**src/rtl/lin_hdr_pkg.sv**
```systemverilog
package lin_hdr_pkg;

   typedef enum logic [1:0] {
      ST_WAIT_WAKE = 2'd0,
      ST_WAIT_BRK  = 2'd1,
      ST_SYNC      = 2'd2
   } hdr_state_e;

endpackage

```
**src/rtl/lin_edge_det.sv**
```systemverilog
module lin_edge_det (
   input  logic clk,
   input  logic rst,
   input  logic rx_in,
   output logic fall,
   output logic rise,
   output logic edge_any
);
   logic rx_q;

   always_ff @(posedge clk) begin
      if (rst) rx_q <= 1'b1;
      else     rx_q <= rx_in;
   end

   assign fall     = rx_q & ~rx_in;
   assign rise     = ~rx_q & rx_in;
   assign edge_any = rx_q ^ rx_in;
endmodule

```
**src/rtl/lin_width_ctr.sv**
```systemverilog
module lin_width_ctr #(
   parameter int CW = 16
) (
   input  logic          clk,
   input  logic          rst,
   input  logic          restart,
   output logic [CW-1:0] cnt_q
);
   localparam logic [CW-1:0] CMAX = '1;

   always_ff @(posedge clk) begin
      if (rst)               cnt_q <= '0;
      else if (restart)      cnt_q <= CW'(1);
      else if (cnt_q != CMAX) cnt_q <= cnt_q + CW'(1);
   end
endmodule

```
**src/rtl/lin_sync_avg.sv**
```systemverilog
module lin_sync_avg #(
   parameter int CW        = 16,
   parameter int SYNC_BITS = 8,
   parameter bit ROUND     = 1'b1
) (
   input  logic          clk,
   input  logic          rst,
   input  logic          clr,
   input  logic          take,
   input  logic [CW-1:0] width,
   output logic          last,
   output logic [CW-1:0] period
);
   localparam int SH = $clog2(SYNC_BITS);
   localparam int SW = CW + SH + 1;
   localparam int IW = (SH > 0) ? SH : 1;

   logic [SW-1:0] sum_q;
   logic [SW-1:0] total;
   logic [IW-1:0] idx_q;

   assign total = sum_q + SW'(width);
   assign last  = take && (idx_q == IW'(SYNC_BITS - 1));

   always_ff @(posedge clk) begin
      if (rst || clr) begin
         sum_q <= '0;
         idx_q <= '0;
      end else if (take) begin
         sum_q <= total;
         idx_q <= idx_q + IW'(1);
      end
   end

   generate
      if (ROUND) begin : g_round
         logic [SW-1:0] biased;
         assign biased = total + SW'(SYNC_BITS / 2);
         assign period = CW'(biased >> SH);
      end else begin : g_trunc
         assign period = CW'(total >> SH);
      end
   endgenerate
endmodule

```
**src/rtl/lin_hdr_fsm.sv**
```systemverilog
module lin_hdr_fsm
   import lin_hdr_pkg::*;
#(
   parameter int CW         = 16,
   parameter int IDLE_TICKS = 1000
) (
   input  logic          clk,
   input  logic          rst,
   input  logic          rx_in,
   input  logic          fall,
   input  logic          rise,
   input  logic          edge_any,
   input  logic [CW-1:0] width,
   input  logic [CW-1:0] wake_thresh,
   input  logic [CW-1:0] brk_thresh,
   input  logic          last,
   input  logic [CW-1:0] avg,
   output logic          acc_clr,
   output logic          acc_take,
   output logic          wake_o,
   output logic          brk_o,
   output logic          valid_o,
   output logic [CW-1:0] period_o
);
   localparam logic [CW-1:0] CMAX   = '1;
   localparam logic [CW-1:0] IDLE_W = CW'(IDLE_TICKS);

   hdr_state_e st_q;
   logic       started_q;
   logic       saturated;

   assign saturated = !edge_any && (width == CMAX);
   assign acc_take  = (st_q == ST_SYNC) && started_q && edge_any;
   assign acc_clr   = !((st_q == ST_SYNC) && started_q);

   always_ff @(posedge clk) begin
      if (rst) begin
         st_q      <= ST_WAIT_WAKE;
         started_q <= 1'b0;
         wake_o    <= 1'b0;
         brk_o     <= 1'b0;
         valid_o   <= 1'b0;
         period_o  <= '0;
      end else begin
         wake_o  <= 1'b0;
         brk_o   <= 1'b0;
         valid_o <= 1'b0;
         case (st_q)
            ST_WAIT_WAKE: begin
               if (rise && (width > wake_thresh)) begin
                  wake_o <= 1'b1;
                  st_q   <= ST_WAIT_BRK;
               end
            end
            ST_WAIT_BRK: begin
               if (rise && (width > brk_thresh)) begin
                  brk_o     <= 1'b1;
                  st_q      <= ST_SYNC;
                  started_q <= 1'b0;
               end else if (rx_in && !edge_any && (width >= IDLE_W)) begin
                  st_q <= ST_WAIT_WAKE;
               end
            end
            ST_SYNC: begin
               if (!started_q) begin
                  if (fall)           started_q <= 1'b1;
                  else if (saturated) st_q      <= ST_WAIT_BRK;
               end else if (edge_any) begin
                  if (last) begin
                     period_o  <= avg;
                     valid_o   <= 1'b1;
                     st_q      <= ST_WAIT_BRK;
                     started_q <= 1'b0;
                  end
               end else if (saturated) begin
                  st_q      <= ST_WAIT_BRK;
                  started_q <= 1'b0;
               end
            end
            default: st_q <= ST_WAIT_WAKE;
         endcase
      end
   end
endmodule

```
**src/rtl/lin_hdr_detect.sv**
```systemverilog
module lin_hdr_detect #(
   parameter int CW         = 16,
   parameter int SYNC_BITS  = 8,
   parameter bit ROUND      = 1'b1,
   parameter int IDLE_TICKS = 1000
) (
   input  logic          clk,
   input  logic          rst,
   input  logic          rx_in,
   input  logic [CW-1:0] wake_thresh,
   input  logic [CW-1:0] brk_thresh,
   output logic          wake_pulse,
   output logic          brk_pulse,
   output logic [CW-1:0] bit_period,
   output logic          baud_valid
);
   generate
      if (CW < 4) begin : g_bad_cw
         $error("CW must be at least 4");
      end
      if ((SYNC_BITS < 2) || ((SYNC_BITS & (SYNC_BITS - 1)) != 0)) begin : g_bad_bits
         $error("SYNC_BITS must be a power of two, 2 or more");
      end
      if ((IDLE_TICKS < 1) || (IDLE_TICKS >= (2 ** CW) - 1)) begin : g_bad_idle
         $error("IDLE_TICKS must lie between 1 and 2**CW-2");
      end
   endgenerate

   logic          fall;
   logic          rise;
   logic          edge_any;
   logic [CW-1:0] cnt_q;
   logic          acc_clr;
   logic          acc_take;
   logic          last;
   logic [CW-1:0] avg;

   lin_edge_det u_edge (
      .clk      (clk),
      .rst      (rst),
      .rx_in    (rx_in),
      .fall     (fall),
      .rise     (rise),
      .edge_any (edge_any)
   );

   lin_width_ctr #(.CW(CW)) u_ctr (
      .clk     (clk),
      .rst     (rst),
      .restart (edge_any),
      .cnt_q   (cnt_q)
   );

   lin_sync_avg #(.CW(CW), .SYNC_BITS(SYNC_BITS), .ROUND(ROUND)) u_avg (
      .clk    (clk),
      .rst    (rst),
      .clr    (acc_clr),
      .take   (acc_take),
      .width  (cnt_q),
      .last   (last),
      .period (avg)
   );

   lin_hdr_fsm #(.CW(CW), .IDLE_TICKS(IDLE_TICKS)) u_fsm (
      .clk         (clk),
      .rst         (rst),
      .rx_in       (rx_in),
      .fall        (fall),
      .rise        (rise),
      .edge_any    (edge_any),
      .width       (cnt_q),
      .wake_thresh (wake_thresh),
      .brk_thresh  (brk_thresh),
      .last        (last),
      .avg         (avg),
      .acc_clr     (acc_clr),
      .acc_take    (acc_take),
      .wake_o      (wake_pulse),
      .brk_o       (brk_pulse),
      .valid_o     (baud_valid),
      .period_o    (bit_period)
   );
endmodule

```
**config.mk**
```make
export PLATFORM = sky130hd
export DESIGN_NAME = lin_hdr_detect
export DESIGN_NICKNAME = d
export VERILOG_FILES = /design/src/rtl/lin_hdr_pkg.sv /design/src/rtl/lin_edge_det.sv /design/src/rtl/lin_width_ctr.sv /design/src/rtl/lin_sync_avg.sv /design/src/rtl/lin_hdr_fsm.sv /design/src/rtl/lin_hdr_detect.sv
export SDC_FILE = /design/constraint.sdc
export NUM_CORES = 1
export LEC_CHECK = 0
export ABC_AREA = 1
export BUFFER_PORTS_ARGS = -buffer_cell sky130_fd_sc_hd__buf_4
export CORE_UTILIZATION = 54
export CTS_BUF_LIST = sky130_fd_sc_hd__clkbuf_16
export DETAILED_ROUTE_END_ITERATION = 10
export PLACE_DENSITY_LB_ADDON = 0.3
export SETUP_SLACK_MARGIN = 0.05
export SYNTH_ARGS = -nofsm -noshare
export SYNTH_HDL_FRONTEND = slang
export SYNTH_SLANG_ARGS = --single-unit
```
**constraint.sdc**
```tcl
create_clock -name clk -period 2.6 [get_ports clk]
set_input_delay 0.13 -clock clk [delete_from_list [all_inputs] [get_ports clk]]
set_output_delay 0.13 -clock clk [all_outputs]
set_load 0.02 [all_outputs]
```
Word level (Yosys, flattened, before mapping):

Cells that the tools add are included.

* add/subtract/negate cells: 4
* magnitude comparators: 3
* equality and inequality tests: 10
* mux-type cells: 21
* bitwise logic cells: 10
* reductions and logical operators: 21

Operators by type and width (number)
* 16-bit greater-than comparator: 2
* 20-bit by 16-bit adder with 20-bit output: 1
* 19-bit by 3-bit adder with 19-bit output (second input constant): 1
* 16-bit by 1-bit adder with 16-bit output (second input constant): 1
* 16-bit equality test (second input constant): 1
* 16-bit by 10-bit >= comparator with 1-bit output (second input constant): 1
* 2-bit two-way mux: 8
* 16-bit != test (second input constant): 1
* 1-bit two-way mux: 11
* 1-bit logical AND: 8
* 4-bit AND reduction: 2
* 1-bit NOT: 7
* 2-bit one-hot mux with 3 select lines: 1
* 2-bit OR reduction: 3
* 2-bit by 1-bit != test with 1-bit output (second input constant): 2
* 4-bit != test (second input constant): 1
* 2-bit nonzero test: 2
* 4-bit OR reduction: 1
* 3-bit by 1-bit adder with 3-bit output (second input constant): 1
* 3-bit equality test (second input constant): 1
* 3-bit by 1-bit != test with 1-bit output (second input constant): 1
* 3-bit by 2-bit != test with 1-bit output (second input constant): 1
* 1-bit AND: 2
* 2-bit by 1-bit equality test with 1-bit output (second input constant): 1
* 7 further kinds: 8

* register bits after elaboration: 62
* input bits: 35
* output and inout port bits: 19
* logic and storage cells: 80

Longest topological paths before layout:

* depth after elaboration: 8
* mapped depth: 18
* gate-level depth less buffers: 18

Hierarchy:

Synthesis repeated with hierarchy kept, for this count alone.

* cells, all modules: 859
* area, all modules: 5368.9 µm²

By module, submodules not included
* lin_sync_avg: times used 1, cells each 428, area each 2563.7 µm², sequential area each 440.4 µm²
* lin_hdr_fsm: times used 1, cells each 279, area each 1816.7 µm², sequential area each 440.4 µm²
* lin_width_ctr: times used 1, cells each 144, area each 922.1 µm², sequential area each 320.3 µm²
* lin_edge_det: times used 1, cells each 8, area each 66.3 µm², sequential area each 20.0 µm²

Least setup slack after synthesis:

Ideal clock, no wire load.

* path type: reg2reg
* start point: register u_ctr.cnt_q[0]
* end point: register u_fsm.period_o[13]
* library setup time: 109 ps
* arrival time: 2298 ps
* required time: 2491 ps
* path slack: 193 ps
* cell stages (with the launch flop): 16
* path buffers: 0
* clock period less this slack: 2407 ps
* cells stage by stage: dfxtp_1 > ha_1 > fa_1 > xor2_1 > ha_1 > inv_1 > nor2_1 > nand2_1 > nor2_4 > nand3_4 > nor2_4 > nand2_1 > nand2_1 > nand3_1 > nand2_1 > inv_1

* longest elaborated chain between the ends: 2

RTL lines
* start: declaration: RTL line lin_width_ctr.sv:7 `output logic [CW-1:0] cnt_q`
* start signal: assignment: RTL line lin_width_ctr.sv:14 `else if (cnt_q != CMAX) cnt_q <= cnt_q + CW'(1);`
* 20-bit by 16-bit adder with 20-bit output: RTL line lin_sync_avg.sv:22 `assign total = sum_q + SW'(width);`
* named net u_avg.total[2]: RTL line lin_sync_avg.sv:19 `logic [SW-1:0] total;`
* 19-bit by 3-bit adder with 19-bit output: RTL line lin_sync_avg.sv:38 `assign biased = total + SW'(SYNC_BITS / 2);`
* end signal: assignment: RTL line lin_hdr_fsm.sv:70 `period_o <= avg;`
* end: declaration: RTL line lin_hdr_fsm.sv:23 `output logic [CW-1:0] period_o`

The timed path passes the listed nets, and every way through them passes these cells.
A chain may end at the register's enable or synchronous reset.

Worst setup path in the final report:

* start point: register u_ctr.cnt_q[0]
* end point: register u_fsm.period_o[7]

Same word-level chain as after synthesis.

==> summary.md <==
| Metric | Value |
|---|---|
| Fillcell total | 770 |
| IR Drop Worst-Case VDD | a little under 0.3 mV |
| RSZ-0062 raised after global routing | true |
| Synth area leader | dfxtp_1 |
| Critical-path cell list | ha_2 > buf_4 > nand3_1 > nand3_2 > nand2_1 > nand2_1 > ha_1 > inv_1 > nor2_2 > nand2_2 > nor2_4 > nand3_4 > buf_4 > nand2_1 > nand3_1 > o211ai_1 > inv_1 |
| Skew final | 0.00720 ns |
| Total GRT Usage | a little under a third |
| Detailed Place HPWL | 11,000 um |
| Final wirelength | 14,300 um |
| Row cnt | 34 |
| Crit Path Max Fanout | 5 |
| CTS Hold Bufs | 0 |
| Final Wtd Congestion | just over 0.9 |
| Synth Flop Type | dfxtp_1 |
| Crit path buffers/inverters | 4 |
| Largest net degree at the start of global routing | 32 |
| Port buffer count | 53 |
| Area delta synth->final | 22.1% |
| Grt total ovfl | 0 |
| Routed wire per std cell | 14.4 um |
| Syn_area_per_cell | 6.25 um^2 |
| CP max-delay cell | dfxtp_4 |
| Post-synth EDFFs | 0 |
| Number of H-tree levels | 3 |
| Synth Register Bits | 61 |
| Antenna fix cells | 0 |
| Share of post-route cells with drive strength above 1 | between 10% and 20% |
| Final Hold Vio Count | 0 |
| Top-count cell post-synth | nand2_1 |
| Max_slew headroom | 60.7% |
| Initial Util | 56.8% |
| Chip width | 98.5 um |
| Die height | 98.5 um |
| Syn_nets | between 800 and 900 |
| CP top delay family | simple AND/OR/NAND/NOR gates |
| Register area share after synthesis | 24.3% |
| Placeable Area | 8850 um^2 |
| Dpl cells | a little under 1,000 |
| Synth unique cells | 40 |
| CTS buffer count | 9 |
| First-pass GRT wire length | 23,500 um |
| Router iterations before antenna repair | 7 |
| CTS Buffer Depth | 2 |
| Max_cap viols | 0 |
| Most used cell, CP | nand2_1 |
| CP max stage delay | 0.37 ns |
| Crit path capture type | flop |
| Fin nets | 971 |
| Worst r2r src | u_ctr.cnt_q[0]$_SDFFE_PP0N_ |
| Worst hold path type | input pin to flop |
| Worst EP required | 2.82 ns |
| Number of global-route vias before repair | 5,150 |
| I/O pin count | 54 |
| HP Start | rx_in |
| CTS tree | built |
| DR DRC count | 0 |
| Slew Viols, Final | 0 |
| Critical path type | flop to flop |
| Outcome | completed |
| Synth top cells by count | nand2_1 (222), inv_1 (168), nor2_1 (68) |
| Yosys top cell area share | 24.3% |
| Cell Area, Synth | between 5000 and 6000 um^2 |
| Non-filler cells in the finished layout | 991 |
| Ys async rst share | 0% |
| CP Launch Type | flop |
| Crit path DAT | between 2 and 3 ns |
| DR vias/cell | 5.39 |
| Clk sinks | 61 |
| Post-route ant nets | 0 |
| Pwr dens | 353 nW/um^2 |
| DRT iter0 DRCs | 322 |
| Finish-stage setup viols | 0 |
| DR vias | 5,342 |
| Clock Pin Slew Worst Setup and Hold Paths | 0.05 ns |
| Final worst setup slack | 0.205 ns |
| Synth area leaders | dfxtp_1 (24%), nand2_1 (17%), ha_1 (14%), inv_1 (13%), nand3_1 (5.2%) |
| Die area | 9700 um^2 |
| CP startpoint | u_ctr.cnt_q[0]$_SDFFE_PP0N_ |
| Worst-margin pin slew | 0.587 ns |
| Leak pwr | between 3 and 4 nW |
| Yosys Warn Count | 0 |
| Final min period | between 2 and 2.5 ns |
| CTS root buf | clkbuf_16 |
| Post-Synthesis Cells | 804 |
| Hold Slack | 0.0179 ns |
| Antenna violations before repair | 0 |
| Tcrit/Tclk final | 92.1% |
| Max Freq | approximately 0.42 GHz |
| Worst-Skew Late Latency | 0.33 ns |
| Post-place setup slack | -0.00689 ns |
-- worst register-to-register path, cell delays in order (launching register included) --
cell and delay [ns]:
dfxtp_4 0.37, ha_2 0.21, buf_4 0.13, nand3_1 0.13, nand3_2 0.15, nand2_1 0.06
nand2_1 0.11, ha_1 0.18, inv_1 0.05, nor2_2 0.12, nand2_2 0.10, nor2_4 0.13
nand3_4 0.11, buf_4 0.15, nand2_1 0.05, nand3_1 0.08, o211ai_1 0.10, inv_1 0.06
-- sequential cells by signal (all words and copies together) (netlist names) --
register / cells
u_fsm.st_q: 2
u_fsm.started_q: 1
u_fsm.wake_o: 1
u_edge.rx_q: 1
u_avg.idx_q: 3
u_ctr.cnt_q: 16
u_fsm.period_o: 16
u_fsm.brk_o: 1
u_avg.sum_q: 19
u_fsm.valid_o: 1
-- final timing paths --
| kind | endpoint | cells after the start | slack [ns] |
|---|---|---|---|
| setup / recovery | u_fsm.period_o[7]$_SDFFE_PP0P_ | 17 | 0.21 |
| hold / removal | u_edge.rx_q$_SDFF_PP1_ | 3 | 0.02 |
| setup reg to reg | u_fsm.period_o[7]$_SDFFE_PP0P_ | 17 | 0.21 |
| hold reg to reg | u_fsm.period_o[2]$_SDFFE_PP0P_ | 2 | 0.48 |
-- power breakdown --
group	switching [mW]	internal [mW]	leakage (nW)	total, mW
Clock	0.428	0.628	0.128	1.06
Sequential	0.00784	0.941	0.496	0.948
Combinational	0.0871	0.0759	2.67	0.163
-- per-layer routing --
metal  track usage [%]  wire, um
met1              39.6      6600
met2              51.4      6660
met3              3.55       668
met5                 0         0
met4              9.64       347
-- placed cells by master, fill, tap and decap left out, drive strengths merged, types with 2 or more instances in the layout --
| cell type | count |
|---|---|
| nor3 | 6 |
| buf | 73 |
| o21a | 7 |
| clkinv | 4 |
| and2 | 3 |
| nor4 | 3 |
| o211ai | 15 |
| nand4 | 12 |
| o2111ai | 2 |
| dfxtp | 61 |
| o21bai | 4 |
| xor2 | 10 |
| a31oi | 3 |
| nand3b | 3 |
| nor2 | 72 |
| xnor2 | 2 |
| clkbuf | 9 |
| o21ai | 32 |
| nand3 | 55 |
| or2 | 4 |
| inv | 171 |
| a21oi | 43 |
| nand2 | 225 |
| ha | 56 |
-- stage by stage --
step | setup TNS, ns | total power, mW | utilization (%) | cell area (um^2)
after floorplan | 0 | 1.05 | - | 5030
after global placement | 0 | 1.12 | 63.8 | 5640
after detailed placement | -0.00689 | 1.13 | 63.8 | 5640
after CTS | 0 | 2.17 | 66.7 | 5900
after global routing | 0 | 2.24 | 69.3 | 6130
final | 0 | 2.17 | 69.3 | 6130
-- cells by family (layout without fill, tap and decap cells) --
logic type      after synthesis  count (layout)  share of synthesized area [%]
simple gates                384             384                           32.7
buf+inv                     179             258                           13.6
compound gates              111             111                           12.8
flops                        61              61                           24.3
fa+ha+maj                    57              57                           14.3
xor+xnor                     12              12                           2.24
-- timing repair --
| action | CTS | global route |
|---|---|---|
| resized for setup | 1 | 56 |
| setup endpoints to repair | 3 | 11 |
| pin swaps | 1 | 10 |
| cloned | 0 | 0 |
| buffers inserted | 0 | 3 |
-- layout make-up --
type                       instances  area (um^2)  share of cell area (%)
clock inverter                     6         32.5                   0.530
sequential                        61         1240                    20.2
inverter                         170          638                    10.4
clock buffer                       9          225                    3.67
timing repair buffer              73          548                    8.93
tap                              108          135                    2.20
multi-input combinational        564         3320                    54.1
(Power assumes the default switching activity.)
